### src/rtl/adc_seq_pkg.sv
package adc_seq_pkg;
  // strobes from the sequencing control to the datapath
  typedef struct packed {
    logic loadAddr;   // request accepted, latch its address
    logic driveBit;   // serial clock falls, present next mosi bit
    logic sampleBit;  // serial clock rises, sample miso
    logic frameDone;  // last period ended, publish the result
  } seqStrobe_t;

  typedef enum logic [1:0] {ST_GAP, ST_LEAD, ST_SHIFT} seqState_t;
endpackage

### src/rtl/adc_seq_ctrl.sv
module adc_seq_ctrl
  import adc_seq_pkg::*;
#(
  parameter int DIV         = 2,
  parameter int IDLE_CYCLES = 3,
  parameter int FRAME_BITS  = 16,
  parameter bit CS_TOGGLE   = 1'b1
) (
  input  logic                          clk,
  input  logic                          rst,
  input  logic                          reqValid,
  output logic                          reqReady,
  output logic                          csN,
  output logic                          sclk,
  output seqStrobe_t                    strobe,
  output logic [$clog2(FRAME_BITS)-1:0] bitIdx,
  output logic [$clog2(FRAME_BITS)-1:0] driveIdx
);
  localparam int HALF_W = $clog2(DIV + 1);
  localparam int BIT_W  = $clog2(FRAME_BITS);
  localparam int GAP_W  = $clog2(IDLE_CYCLES + 1);
  localparam logic [BIT_W-1:0]  LAST_BIT = BIT_W'(FRAME_BITS - 1);
  localparam logic [HALF_W-1:0] HALF_END = HALF_W'(DIV - 1);

  seqState_t         state;
  logic [HALF_W-1:0] halfCnt;
  logic [BIT_W-1:0]  bitCnt;
  logic [GAP_W-1:0]  gapCnt;
  logic              phaseHigh;
  logic              csNQ, sclkQ;
  logic              halfEnd, lastBit, gapDone, accept;

  assign halfEnd = (halfCnt == HALF_END);
  assign lastBit = (bitCnt == LAST_BIT);
  assign gapDone = (gapCnt == GAP_W'(IDLE_CYCLES));

  always_comb begin
    reqReady = (state == ST_GAP) && gapDone;
    if (!CS_TOGGLE && state == ST_SHIFT && halfEnd && phaseHigh && lastBit)
      reqReady = 1'b1;
  end
  assign accept = reqValid && reqReady;

  always_comb begin
    strobe.loadAddr  = accept;
    strobe.sampleBit = (state == ST_SHIFT) && halfEnd && !phaseHigh;
    strobe.frameDone = (state == ST_SHIFT) && halfEnd && phaseHigh && lastBit;
    strobe.driveBit  = ((state == ST_LEAD) && halfEnd) ||
                       ((state == ST_SHIFT) && halfEnd && phaseHigh && (!lastBit || accept));
    driveIdx = (state == ST_LEAD || lastBit) ? '0 : bitCnt + 1'b1;
  end

  always_ff @(posedge clk) begin
    if (rst) begin
      state     <= ST_GAP;
      halfCnt   <= '0;
      bitCnt    <= '0;
      gapCnt    <= '0;
      phaseHigh <= 1'b1;
      csNQ      <= 1'b1;
      sclkQ     <= 1'b1;
    end else begin
      case (state)
        ST_GAP: begin
          if (!gapDone) gapCnt <= gapCnt + 1'b1;
          if (accept) begin
            state   <= ST_LEAD;
            csNQ    <= 1'b0;
            halfCnt <= '0;
          end
        end
        ST_LEAD: begin
          if (halfEnd) begin
            state     <= ST_SHIFT;
            sclkQ     <= 1'b0;
            phaseHigh <= 1'b0;
            bitCnt    <= '0;
            halfCnt   <= '0;
          end else begin
            halfCnt <= halfCnt + 1'b1;
          end
        end
        ST_SHIFT: begin
          if (!halfEnd) begin
            halfCnt <= halfCnt + 1'b1;
          end else begin
            halfCnt <= '0;
            if (!phaseHigh) begin
              sclkQ     <= 1'b1;
              phaseHigh <= 1'b1;
            end else if (!lastBit) begin
              bitCnt    <= bitCnt + 1'b1;
              sclkQ     <= 1'b0;
              phaseHigh <= 1'b0;
            end else if (accept) begin
              bitCnt    <= '0;
              sclkQ     <= 1'b0;
              phaseHigh <= 1'b0;
            end else begin
              state  <= ST_GAP;
              csNQ   <= 1'b1;
              gapCnt <= '0;
            end
          end
        end
        default: state <= ST_GAP;
      endcase
    end
  end

  assign csN    = csNQ;
  assign sclk   = sclkQ;
  assign bitIdx = bitCnt;

  AST_SCLK_IDLE_HIGH: assert property (@(posedge clk) disable iff (rst)
    csNQ |-> sclkQ) else $error("sclk low outside a frame");
  AST_FALL_IN_FRAME: assert property (@(posedge clk) disable iff (rst)
    $fell(sclkQ) |-> !csNQ) else $error("sclk fell with csN high");
  AST_READY_OUTSIDE_FRAME: assert property (@(posedge clk) disable iff (rst)
    (CS_TOGGLE && reqReady) |-> csNQ) else $error("request taken inside a frame");
endmodule

### src/rtl/adc_seq_datapath.sv
module adc_seq_datapath
  import adc_seq_pkg::*;
#(
  parameter int FRAME_BITS = 16,
  parameter int DATA_BITS  = 12,
  parameter int ADDR_POS   = 4
) (
  input  logic                          clk,
  input  logic                          rst,
  input  seqStrobe_t                    strobe,
  input  logic [$clog2(FRAME_BITS)-1:0] bitIdx,
  input  logic [$clog2(FRAME_BITS)-1:0] driveIdx,
  input  logic                          reqChan,
  input  logic                          miso,
  output logic                          mosi,
  output logic                          resultValid,
  output logic [DATA_BITS-1:0]          resultData,
  output logic                          resultChan
);
  localparam int BIT_W     = $clog2(FRAME_BITS);
  localparam int LEAD_BITS = FRAME_BITS - DATA_BITS;

  logic                 curAddr;      // address sent in the running frame
  logic                 pendingAddr;  // address the converter is using now
  logic [DATA_BITS-1:0] shiftReg;
  logic                 addrNow;

  assign addrNow = strobe.loadAddr ? reqChan : curAddr;

  always_ff @(posedge clk) begin
    if (rst) begin
      curAddr     <= 1'b0;
      pendingAddr <= 1'b0;
      shiftReg    <= '0;
      mosi        <= 1'b0;
      resultValid <= 1'b0;
      resultData  <= '0;
      resultChan  <= 1'b0;
    end else begin
      resultValid <= 1'b0;
      if (strobe.loadAddr) curAddr <= reqChan;
      if (strobe.driveBit)
        mosi <= (driveIdx == BIT_W'(ADDR_POS)) ? addrNow : 1'b0;
      else if (strobe.frameDone)
        mosi <= 1'b0;
      if (strobe.sampleBit && bitIdx >= BIT_W'(LEAD_BITS))
        shiftReg <= {shiftReg[DATA_BITS-2:0], miso};
      if (strobe.frameDone) begin
        resultValid <= 1'b1;
        resultData  <= shiftReg;
        resultChan  <= pendingAddr;
        pendingAddr <= curAddr;
      end
    end
  end

  AST_RESULT_PULSE: assert property (@(posedge clk) disable iff (rst)
    resultValid |=> !resultValid) else $error("result strobe wider than one clock");
  AST_TAG_FROM_PENDING: assert property (@(posedge clk) disable iff (rst)
    $rose(resultValid) |-> resultChan == $past(pendingAddr)) else $error("tag not the pending address");
  AST_PENDING_ADVANCE: assert property (@(posedge clk) disable iff (rst)
    $rose(resultValid) |-> pendingAddr == $past(curAddr)) else $error("pending address not advanced");
endmodule

### src/rtl/adc_chan_sequencer.sv
module adc_chan_sequencer
  import adc_seq_pkg::*;
#(
  parameter int DIV         = 2,
  parameter int IDLE_CYCLES = 3,
  parameter int FRAME_BITS  = 16,
  parameter int DATA_BITS   = 12,
  parameter int ADDR_POS    = 4,
  parameter bit CS_TOGGLE   = 1'b1
) (
  input  logic                 clk,
  input  logic                 rst,
  input  logic                 reqValid,
  input  logic                 reqChan,
  output logic                 reqReady,
  output logic                 csN,
  output logic                 sclk,
  output logic                 mosi,
  input  logic                 miso,
  output logic                 resultValid,
  output logic [DATA_BITS-1:0] resultData,
  output logic                 resultChan
);
  localparam int BIT_W = $clog2(FRAME_BITS);

  seqStrobe_t       strobe;
  logic [BIT_W-1:0] bitIdx, driveIdx;

  adc_seq_ctrl #(
    .DIV(DIV), .IDLE_CYCLES(IDLE_CYCLES), .FRAME_BITS(FRAME_BITS), .CS_TOGGLE(CS_TOGGLE)
  ) i_ctrl (
    .clk(clk), .rst(rst), .reqValid(reqValid), .reqReady(reqReady),
    .csN(csN), .sclk(sclk), .strobe(strobe), .bitIdx(bitIdx), .driveIdx(driveIdx)
  );

  adc_seq_datapath #(
    .FRAME_BITS(FRAME_BITS), .DATA_BITS(DATA_BITS), .ADDR_POS(ADDR_POS)
  ) i_datapath (
    .clk(clk), .rst(rst), .strobe(strobe), .bitIdx(bitIdx), .driveIdx(driveIdx),
    .reqChan(reqChan), .miso(miso), .mosi(mosi), .resultValid(resultValid),
    .resultData(resultData), .resultChan(resultChan)
  );
endmodule

### config.mk
export PLATFORM = sky130hd
export DESIGN_NAME = adc_chan_sequencer
export DESIGN_NICKNAME = d
export VERILOG_FILES = /design/src/rtl/adc_seq_pkg.sv /design/src/rtl/adc_seq_ctrl.sv /design/src/rtl/adc_seq_datapath.sv /design/src/rtl/adc_chan_sequencer.sv
export SDC_FILE = /design/constraint.sdc
export NUM_CORES = 1
export LEC_CHECK = 0
export BUFFER_PORTS_ARGS = -buffer_cell sky130_fd_sc_hd__buf_2
export CORE_MARGIN = 2
export CORE_UTILIZATION = 57
export DETAILED_ROUTE_END_ITERATION = 16
export GPL_ROUTABILITY_DRIVEN = 0
export HOLD_SLACK_MARGIN = 0.1
export PLACE_DENSITY = 0.79
export SYNTH_ARGS = -nofsm -noshare
export SYNTH_HDL_FRONTEND = slang
export SYNTH_HIERARCHICAL = 1
export SYNTH_SLANG_ARGS = --single-unit
export TNS_END_PERCENT = 10
### constraint.sdc
create_clock -name clk -period 2.19 [get_ports clk]
set_input_delay 0.219 -clock clk [delete_from_list [all_inputs] [get_ports clk]]
set_output_delay 0.219 -clock clk [all_outputs]
set_load 0.1 [all_outputs]
# Word level (Yosys, flattened, before mapping)
# Index checks and enable logic that the tools add are counted.
totals:
  regBits: 42
  out_inout_bits: 18
classes:
  add_sub_neg: 3
  magnitude_cmp: 1
  mux: 40
  eq_ne: 15
  reduce_logical: 27
op_table:
  columns: ["cell", "count"]
  rows:
  - ["$mux 4", 6]
  - ["$mux 1", 18]
  - ["$mux 2", 9]
  - ["$reduce_and 6->1", 3]
  - ["$ne 2x1->1 const B", 5]
  - ["$logic_and 1x1->1", 9]
  - ["$pmux 2 s2", 2]
  - ["$pmux 4 s2", 1]
  - ["$reduce_bool 2->1", 4]
  - ["$pmux 1 s2", 3]
  - ["$pmux 2 s3", 1]
  - ["$reduce_and 5->1", 1]
  - ["$add 2x1->2 const B", 2]
  - ["$add 4x1->4 const B", 1]
  - ["$eq 2x1->1 const B", 2]
  - ["$eq 2x2->1 const B", 2]
  - ["$eq 4x3->1 const B", 1]
  - ["$eq 4x4->1 const B", 1]
  - ["$ge 4x3->1 const B", 1]
  - ["$ne 2x2->1 const B", 2]
  - ["$ne 4x4->1 const B", 1]
  - ["$reduce_and 4->1", 1]
  - ["$logic_or 1x1->1", 3]
  - ["$ne 3x3->1 const B", 1]
  - ["other kinds (5)", 6]

# Depth between registers and ports, before layout
# Gate-level depths: netlist (run 1).
depth:
  ltp_word: 8
  depth_mapped: 9
  ltp_nobuf: 9

# Cells and area by module
# The synthesis (run 1) kept the hierarchy.
by_module_without_submodules:
  columns: ["module", "area_each_um2", "n_inst", "cells_each", "seq_area_each_um2"]
  rows:
  - ["adc_seq_datapath", 1093.5, 1, 108, 580.6]
  - ["adc_seq_ctrl", 925.9, 1, 109, 260.2]

# Worst setup path before layout (run 1)
# Ideal clock, no wire load.
synth_path:
  path_type: "register to register"
  from: "reg i_ctrl.state[0]"
  to: "reg i_ctrl.csNQ, in the netlist i_ctrl/csN"
  arrival_ns: 1.898
  path_stages_with_launch: 6
  setup_slack_ns: 0.170
  setup_time_ns: 0.122
  t_required_ns: 2.068
  cell_sequence: "dfxtp_1 -> inv_1 -> ha_1 -> and2_1 -> nand2_1 -> a221o_1"
synth_via:
  elab_chain_len: 5
  elab_cells_between_ends: 12
synth_lines:
  columns: ["element", "line_no", "rtl"]
  rows:
  - ["start: declaration", "adc_seq_ctrl.sv:25", "seqState_t state;"]
  - ["start signal: assignment", "adc_seq_ctrl.sv:55", "state <= ST_GAP;"]
  - ["start signal: assignment", "adc_seq_ctrl.sv:67", "state <= ST_LEAD;"]
  - ["start signal: assignment", "adc_seq_ctrl.sv:74", "state <= ST_SHIFT;"]
  - ["$logic_not 2->1 (*)", "adc_seq_ctrl.sv:38", "reqReady = (state == ST_GAP) && gapDone;"]
  - ["$logic_and 1x1->1 (*)", "adc_seq_ctrl.sv:38", null]
  - ["via reqReady", "adc_chan_sequencer.sv:15", "output logic reqReady,"]
  - ["$logic_and 1x1->1 (*)", "adc_seq_ctrl.sv:42", "assign accept = reqValid && reqReady;"]
  - ["$ne 2x1->1 (no source line) or $ne 2x2->1 (tied branches)", null, null]
  - ["$reduce_and 6->1 (no source line) (*)", null, null]
  - ["end signal: assignment", "adc_seq_ctrl.sv:60", "csNQ <= 1'b1;"]
  - ["end signal: assignment", "adc_seq_ctrl.sv:68", "csNQ <= 1'b0;"]
  - ["end signal: assignment", "adc_seq_ctrl.sv:101", "csNQ <= 1'b1;"]
  - ["end: declaration", "adc_seq_ctrl.sv:30", "logic csNQ, sclkQ;"]
# The timed path passes the listed nets; every way through them passes the cells marked *.
# A chain may end at the register's enable or synchronous reset.

# Final worst setup path (run 1)
layout_path:
  from: "reg i_ctrl.state[0]"
  to: "out reqReady"
layout_via:
  elab_chain_len: 2
layout_lines:
  columns: ["element", "line_no"]
  rows:
  - ["$logic_not 2->1", "adc_seq_ctrl.sv:38"]
  - ["$logic_and 1x1->1", "adc_seq_ctrl.sv:38"]
  - ["end: declaration", "adc_chan_sequencer.sv:15"]
# Every way passes these cells.

==> flow_summary_export.csv, run 1 <==
group,metric,value,unit
detailed_routing,drtAntennaViolNets,0,
synthesis,synth_flop_cell,"dfxtp_1",
critical_path,cp.required,1.97,ns
critical_path,endpoint_kind,"output port",
worst_hold_path,hold-path-endpoint,"i_datapath/curAddr",
synthesis,syn_nets,229,
synthesis,synth.avg_cell_area,9.306,sq um
grt,grt_max_degree,23,
critical_path,criticalPathCategory,"register to output port",
synthesis,yosys.area.top_type,"dfxtp_1",
timing,tightest_slew,0.5284,ns
grt,antenna_found_initial,0,
synthesis,synth.most_common_cell,"dfxtp_1",
floorplan,ios,23,
synthesis,synth_top_family_by_area,"simple AND/OR/NAND/NOR gates",
floorplan,die_y,63.52,um
detailed_routing,via_per_inst,5.486,
detailed_routing,drt_iter0_drc,63,
timing,grt_setup_unrepaired,"no",
synthesis,synth_seq_cells,42,
timing,finClkSkew,0.003991,ns
detailed_routing,drc,0,
clock_network,clock_sinks,42,
clock_network,cts_setup_buffers,0,
synthesis,synth_fa_ha_area_share,4.337,%
timing,maxSlewHeadroom,64.77,%
power,p_int,1188,uW
detailed_routing,wl,3830,um
synthesis,synth_area_leaders,"dfxtp_1, mux2i_1, nand2_1, a21oi_2, ha_1",
floorplan,core_region_area,3363,sq um
floorplan,rows,21,
grt,grt.total_usage,22.08,%
worst_hold_path,worstHoldPathCells,3,
timing,min_period,1.969,ns
timing,timing.fmax,0.5078,GHz
clock_network,cts_resized,0,
timing,final-hold-violation-count,0,
synthesis,synth-simple-area-share,20.76,%
finish,syn_to_final_growth,9.170,%
critical_path,crit_chain,"inv_1, ha_1, and2_1, buf_2",
finish,finalNonFillerCells,286,
critical_path,ff2ff_setup_slack,0.28,ns
timing,finalWorstSetupSlack,0.2209,ns
clock_network,clkTransAtPathRegs,0.12,ns
placed_design,post-dp-hpwl,2643,um
power,comb_power_share,24.8,%
power,ir_drop,0.6566,mV
critical_path,reg2reg_depth,9,
synthesis,synthMuxAreaShare,8.426,%
critical_path,slowest_stage,"buf_2",
placed_design,place_ws,0.3154,ns
timing,drv_slew,0,
finish,drive_gt1_share,23.75,%
grt,overflow,0,
run_status,status,"finished, final reports clean",
detailed_routing,num_vias,1569,
floorplan,die_x,63.52,um
worst_hold_path,hold_start,"reqChan",
power,leakage,0.0008204,uW
finish,nets,251,
synthesis,async_flop_share,0,%
synthesis,synth_xor_area_share,0.4337,%
synthesis,netlist_area,2019,sq um
clock_network,cts_buffers,5,
critical_path,setup.worst_path.start,"i_ctrl/state[0]",
synthesis,synth_compound_area_share,17.84,%
floorplan,die_area,4035,sq um
worst_hold_path,holdCritPathClass,"primary input to register",
timing,holdWs,0.1679,ns
timing,setup_viol,0,
floorplan,initial_core_util,60.04,%
detailed_routing,post_drt_wl_per_cell,13.39,um
clock_network,cts-root-buf,"clkbuf_4",
synthesis,synth-edff-count,0,
grt,grt_pass1_vias,1509,
power,p_sw,576.2,uW
critical_path,worstReg2RegEnd,"i_datapath/mosi",
critical_path,cp_num_buf_inv,2,
grt,grt_first_pass_wirelength,6948,um
clock_network,cts-htree-levels,2,
timing,fin_crit_sh,89.91,%
clock_network,cts-hold-fix-buffers,1,
detailed_routing,first_pass_iters,4,
synthesis,synth_common_cells,"dfxtp_1, nand2_1, nor2_1",
synthesis,synth.top_cell.area_share,41.64,%
power,p_sw_share,32.66,%
flow_run,cap_violations,0,
clock_network,cts.path.max_buffers,2,
timing,fin_setup_tns,0,ns
finish,num_antenna_cells,0,
clock_network,cts_tree,"done",
power,clockPowerShare,27.5,%
synthesis,ys_types,51,
critical_path,start_kind,"register",
clock_network,insertion_delay,0.35,ns
synthesis,synth_cells,217,
placed_design,dp.cells,277,
power,power.density,800.2,nW/um^2
critical_path,crit-reg2reg-launch,"i_ctrl/state[1]",
critical_path,crit_family,"buffers and inverters",
synthesis,synth-seq-area-share,41.64,%
power,p_seq_share,47.7,%
critical_path,arrival,1.75,ns
synthesis,synth_warnings,6,
critical_path,slowest_delay,0.44,ns
critical_path,cp_max_fo,5,
placed_design,port_buffers,22,
## how the worst max path moves through the flow
stage	endpoint	slack, ns	depth (start not counted)
3_3_place_gp	i_datapath/mosi	0.34	9
6_report	reqReady	0.22	4
3_5_place_dp	i_datapath/mosi	0.32	9
5_1_grt	reqReady	0.08	4
2_1_floorplan	i_ctrl/csN	0.17	5
4_1_cts	reqReady	0.20	4
## sequential cells by signal, summed over array words and instances, names as in the netlist
name and count:
i_ctrl/csN 1, i_ctrl/sclk 1, i_datapath/resultChan 1, i_datapath/resultData 12
i_datapath/pendingAddr 1, i_datapath/resultValid 1, i_ctrl/gapCnt 2, i_ctrl/state 2
i_ctrl/phaseHigh 1, i_ctrl/halfCnt 2, i_datapath/mosi 1, i_datapath/curAddr 1
i_datapath/shiftReg 12, i_ctrl/bitIdx 4
## worst reg2reg max path, stage by stage, from the launching register on
cell     delay (ns)
dfxtp_1        0.40
inv_1          0.09
ha_1           0.26
nand3_1        0.24
inv_2          0.12
nor2_1         0.15
nor2_1         0.06
o21a_1         0.19
nor4b_2        0.24
a41o_1         0.11
## area by class of cell
class                   instances  area, sq um
repair buffers                 27        150.1
clock buffers                   6        41.29
well taps                      46        57.56
fillers                       295         1159
multi-input cells             156         1051
flip-flops and latches         42        840.8
inverters                       7        26.28
clock inverters                 2        37.54
## power groups by stage
stage / Clock [uW] / Sequential, uW / Combinational (uW)
floorplan: 0 / 911 / 324
global placement: 0 / 858 / 425
detailed placement: 0 / 856 / 436
CTS: 500 / 840 / 437
global route: 537 / 848 / 481
finish: 485 / 841 / 437
## cell families (layout without fill, tap and decap cells)
kind of cell | count (synthesis) | count (layout)
and+or+nand+nor | 87 | 87
buffers and inverters | 19 | 42
adders and majority gates | 7 | 7
xor gates and xnor gates | 1 | 1
AOI/OAI and AO/OA | 44 | 44
muxes | 17 | 17
DFF | 42 | 42
## routing by layer
metal | wire length [um] | vias up | track usage (%)
met2 | 1776 | 36 | 33.68
met1 | 1841 | 738 | 29.55
met4 | 37 | 0 | 7.065
met5 | 0 | - | 0
met3 | 173 | 4 | 7.143
li1 | - | 791 | -
## metrics by stage
| step | utilization (%) | total power [uW] | area [sq um] |
|---|---|---|---|
| after floorplan | - | 1234 | 2019 |
| after CTS | 65.55 | 1778 | 2205 |
| after detailed placement | 62.91 | 1293 | 2116 |
| after global routing | 65.55 | 1866 | 2205 |
| final | 65.55 | 1764 | 2205 |
| after global placement | 62.91 | 1283 | 2116 |
## placed cells by master (no fill, tap or decap), drive strengths merged, types with 2 or more instances in the layout
| master | n |
|---|---|
| nor2 | 22 |
| clkbuf | 6 |
| buf | 26 |
| a31oi | 4 |
| nand2 | 37 |
| o21a | 3 |
| a21boi | 2 |
| nor3b | 3 |
| nand3 | 8 |
| a22oi | 2 |
| and2b | 2 |
| a211oi | 2 |
| a21o | 2 |
| ha | 7 |
| dfxtp | 42 |
| nor3 | 5 |
| nand2b | 3 |
| inv | 7 |
| o21ai | 6 |
| a21oi | 16 |
| mux2i | 17 |
No activity file was read; power rests on OpenSTA's default activity.
==> inputs of run 2 (changes only) <==
==> constraint.sdc (replaced) <==
create_clock -name clk -period 2.19 [get_ports clk]
set_input_delay 0.438 -clock clk [delete_from_list [all_inputs] [get_ports clk]]
set_output_delay 0.438 -clock clk [all_outputs]
set_load 0.1 [all_outputs]
==> run 2 against run 1 <==
  * Final cell count down 0.70%
  * Non-clock buffer count down 2
  * Maximum frequency down 4.6%
  * Flip-flop and latch count unchanged
  * Die area unchanged
  * Register-to-register slack better by 0.04 ns
  * Clock skew up 0.0028 ns
  * Hold slack better by 0.18 ns
  * Clock power about the same
  * Global-route usage down 1.6 points
  * Critical path type unchanged
  * Critical endpoint unchanged
  * Highest routed layer unchanged
==> flow_summary_export.csv, run 2 (synthesis gave the netlist of run 1 again) <==
group,metric,value,unit
critical_path,slowest_delay,0.35,ns
grt,grt_max_degree,28,
finish,layout_commonest_cell,"dfxtp_1",
clock_network,clock_sinks,42,
detailed_routing,via_per_inst,5.549,
grt,grt_pass1_vias,1488,
timing,fin_setup_tns,0,ns
timing,min_period,2.064,ns
worst_hold_path,hold-path-endpoint,"i_datapath/shiftReg[0]",
critical_path,criticalPathCategory,"register to output port",
timing,fin_crit_sh,94.23,%
clock_network,cts-htree-levels,2,
worst_hold_path,hold_start,"miso",
critical_path,crit_chain,"inv_1, ha_1, and2_1, buf_4",
timing,grt_setup_unrepaired,"no",
flow_run,cap_violations,0,
placed_design,port_buffers,22,
placed_design,post-dp-hpwl,2591,um
floorplan,initial_core_util,60.04,%
finish,num_antenna_cells,0,
grt,grt_first_pass_wirelength,6568,um
detailed_routing,wl,3717,um
timing,tightest_slew,0.5011,ns
timing,maxSlewHeadroom,66.59,%
critical_path,cp_max_fo,5,
power,leakage,0.0008133,uW
finish,drive_gt1_share,23.53,%
finish,nets,249,
critical_path,crit-reg2reg-launch,"i_ctrl/state[0]",
critical_path,reg2reg_depth,9,
detailed_routing,post_drt_wl_per_cell,13.09,um
floorplan,core_region_area,3363,sq um
detailed_routing,num_vias,1576,
detailed_routing,drt_iter0_drc,68,
critical_path,crit_cells,4,
grt,antenna_found_initial,0,
power,power.density,802.7,nW/um^2
placed_design,dp.cells,276,
finish,final_cell_area,2202,sq um
floorplan,die_area,4035,sq um
floorplan,die_x,63.52,um
finish,mostFrequentLayoutCells,"dfxtp_1, nand2_1, nor2_1",
grt,overflow,0,
detailed_routing,first_pass_iters,4,
detailed_routing,drtAntennaViolNets,0,
finish,finalNonFillerCells,284,
timing,drv_slew,0,
timing,final-hold-violation-count,0,
critical_path,slowest_stage,"dfxtp_1",
timing,setup_viol,0,
critical_path,worstReg2RegEnd,"i_datapath/mosi",
placed_design,place_area,2121,sq um
clock_network,cts_buffers,5,
clock_network,clkTransAtPathRegs,0.12,ns
floorplan,die_y,63.52,um
timing,timing.fmax,0.4846,GHz
timing,finClkSkew,0.006777,ns
grt,grt.total_usage,20.48,%
worst_hold_path,holdCritPathClass,"primary input to register",
power,ir_drop,0.5135,mV
power,p_total,1768,uW
clock_network,cts_tree,"done",
detailed_routing,drc,0,
run_status,status,"finished, final reports clean",
floorplan,rows,21,
critical_path,crit_family,"buffers and inverters",
floorplan,ios,23,
clock_network,cts-root-buf,"clkbuf_4",
critical_path,ff2ff_setup_slack,0.32,ns
critical_path,endpoint_kind,"output port",
critical_path,start_kind,"register",
critical_path,arrival,1.63,ns
critical_path,cp.required,1.75,ns
clock_network,cts.path.max_buffers,2,
worst_hold_path,worstHoldPathCells,3,
critical_path,cp_num_buf_inv,2,
clock_network,insertion_delay,0.34,ns
finish,syn_to_final_growth,9.046,%
[run 2: cell type report]
class                   count  area, sq um
fillers                   305         1161
multi-input cells         156         1051
flip-flops and latches     42        840.8
repair buffers             25        147.6
well taps                  46        57.56
clock buffers               6        41.29
clock inverters             2        37.54
inverters                   7        26.28
[run 2: power breakdown]
group	total, uW	switching [uW]	internal [uW]
clock	486	246	241
combinational	437	294	143
sequential	844	37.7	806
[run 2: worst reg2reg max path, delay by kind of cell, from the launching register on]
kind	cells	cell delay [ns]
AO/OA/AOI/OAI	2	0.31
AND/OR/NAND/NOR	4	0.67
flip-flops	1	0.39
adder cells (fa/ha/maj)	1	0.28
buffers and inverters	2	0.20
[run 2: metrics by stage]
step	setup slack, ns	util [%]	hold slack (ns)
after floorplan	0.1699	-	0.4382
after global placement	0.4308	63.06	0.4514
after detailed placement	0.3524	63.06	0.4595
after CTS	0.1156	65.48	0.3451
after global routing	0.009947	65.48	0.3417
final	0.1264	65.48	0.3486
[run 2: what timing repair did]
action / 4_1_cts / 5_1_grt
buffers inserted: 0 / 0
hold buffers: 0 / 0
gates resized for setup: 1 / 0
hold endpoints to repair: 0 / 0
setup endpoints to repair: 1 / 0
[run 2: worst max path at each step]
| stage | startpoint | end |
|---|---|---|
| 5_1_grt | i_ctrl/state[0] | reqReady |
| 2_1_floorplan | i_ctrl/state[0] | i_ctrl/csN |
| 6_report | i_ctrl/state[0] | reqReady |
| 3_5_place_dp | i_ctrl/state[0] | i_datapath/mosi |
| 4_1_cts | i_ctrl/state[0] | reqReady |
| 3_3_place_gp | i_ctrl/state[0] | i_datapath/mosi |
[run 2: layer usage]
| metal | share of wire, % | track usage [%] | up-vias |
|---|---|---|---|
| li1 | - | - | 786 |
| met1 | 48 | 27.02 | 741 |
| met2 | 45 | 32.76 | 45 |
| met3 | 5.7 | 3.929 | 4 |
| met5 | 0 | 0 | - |
| met4 | 1.1 | 8.424 | 0 |
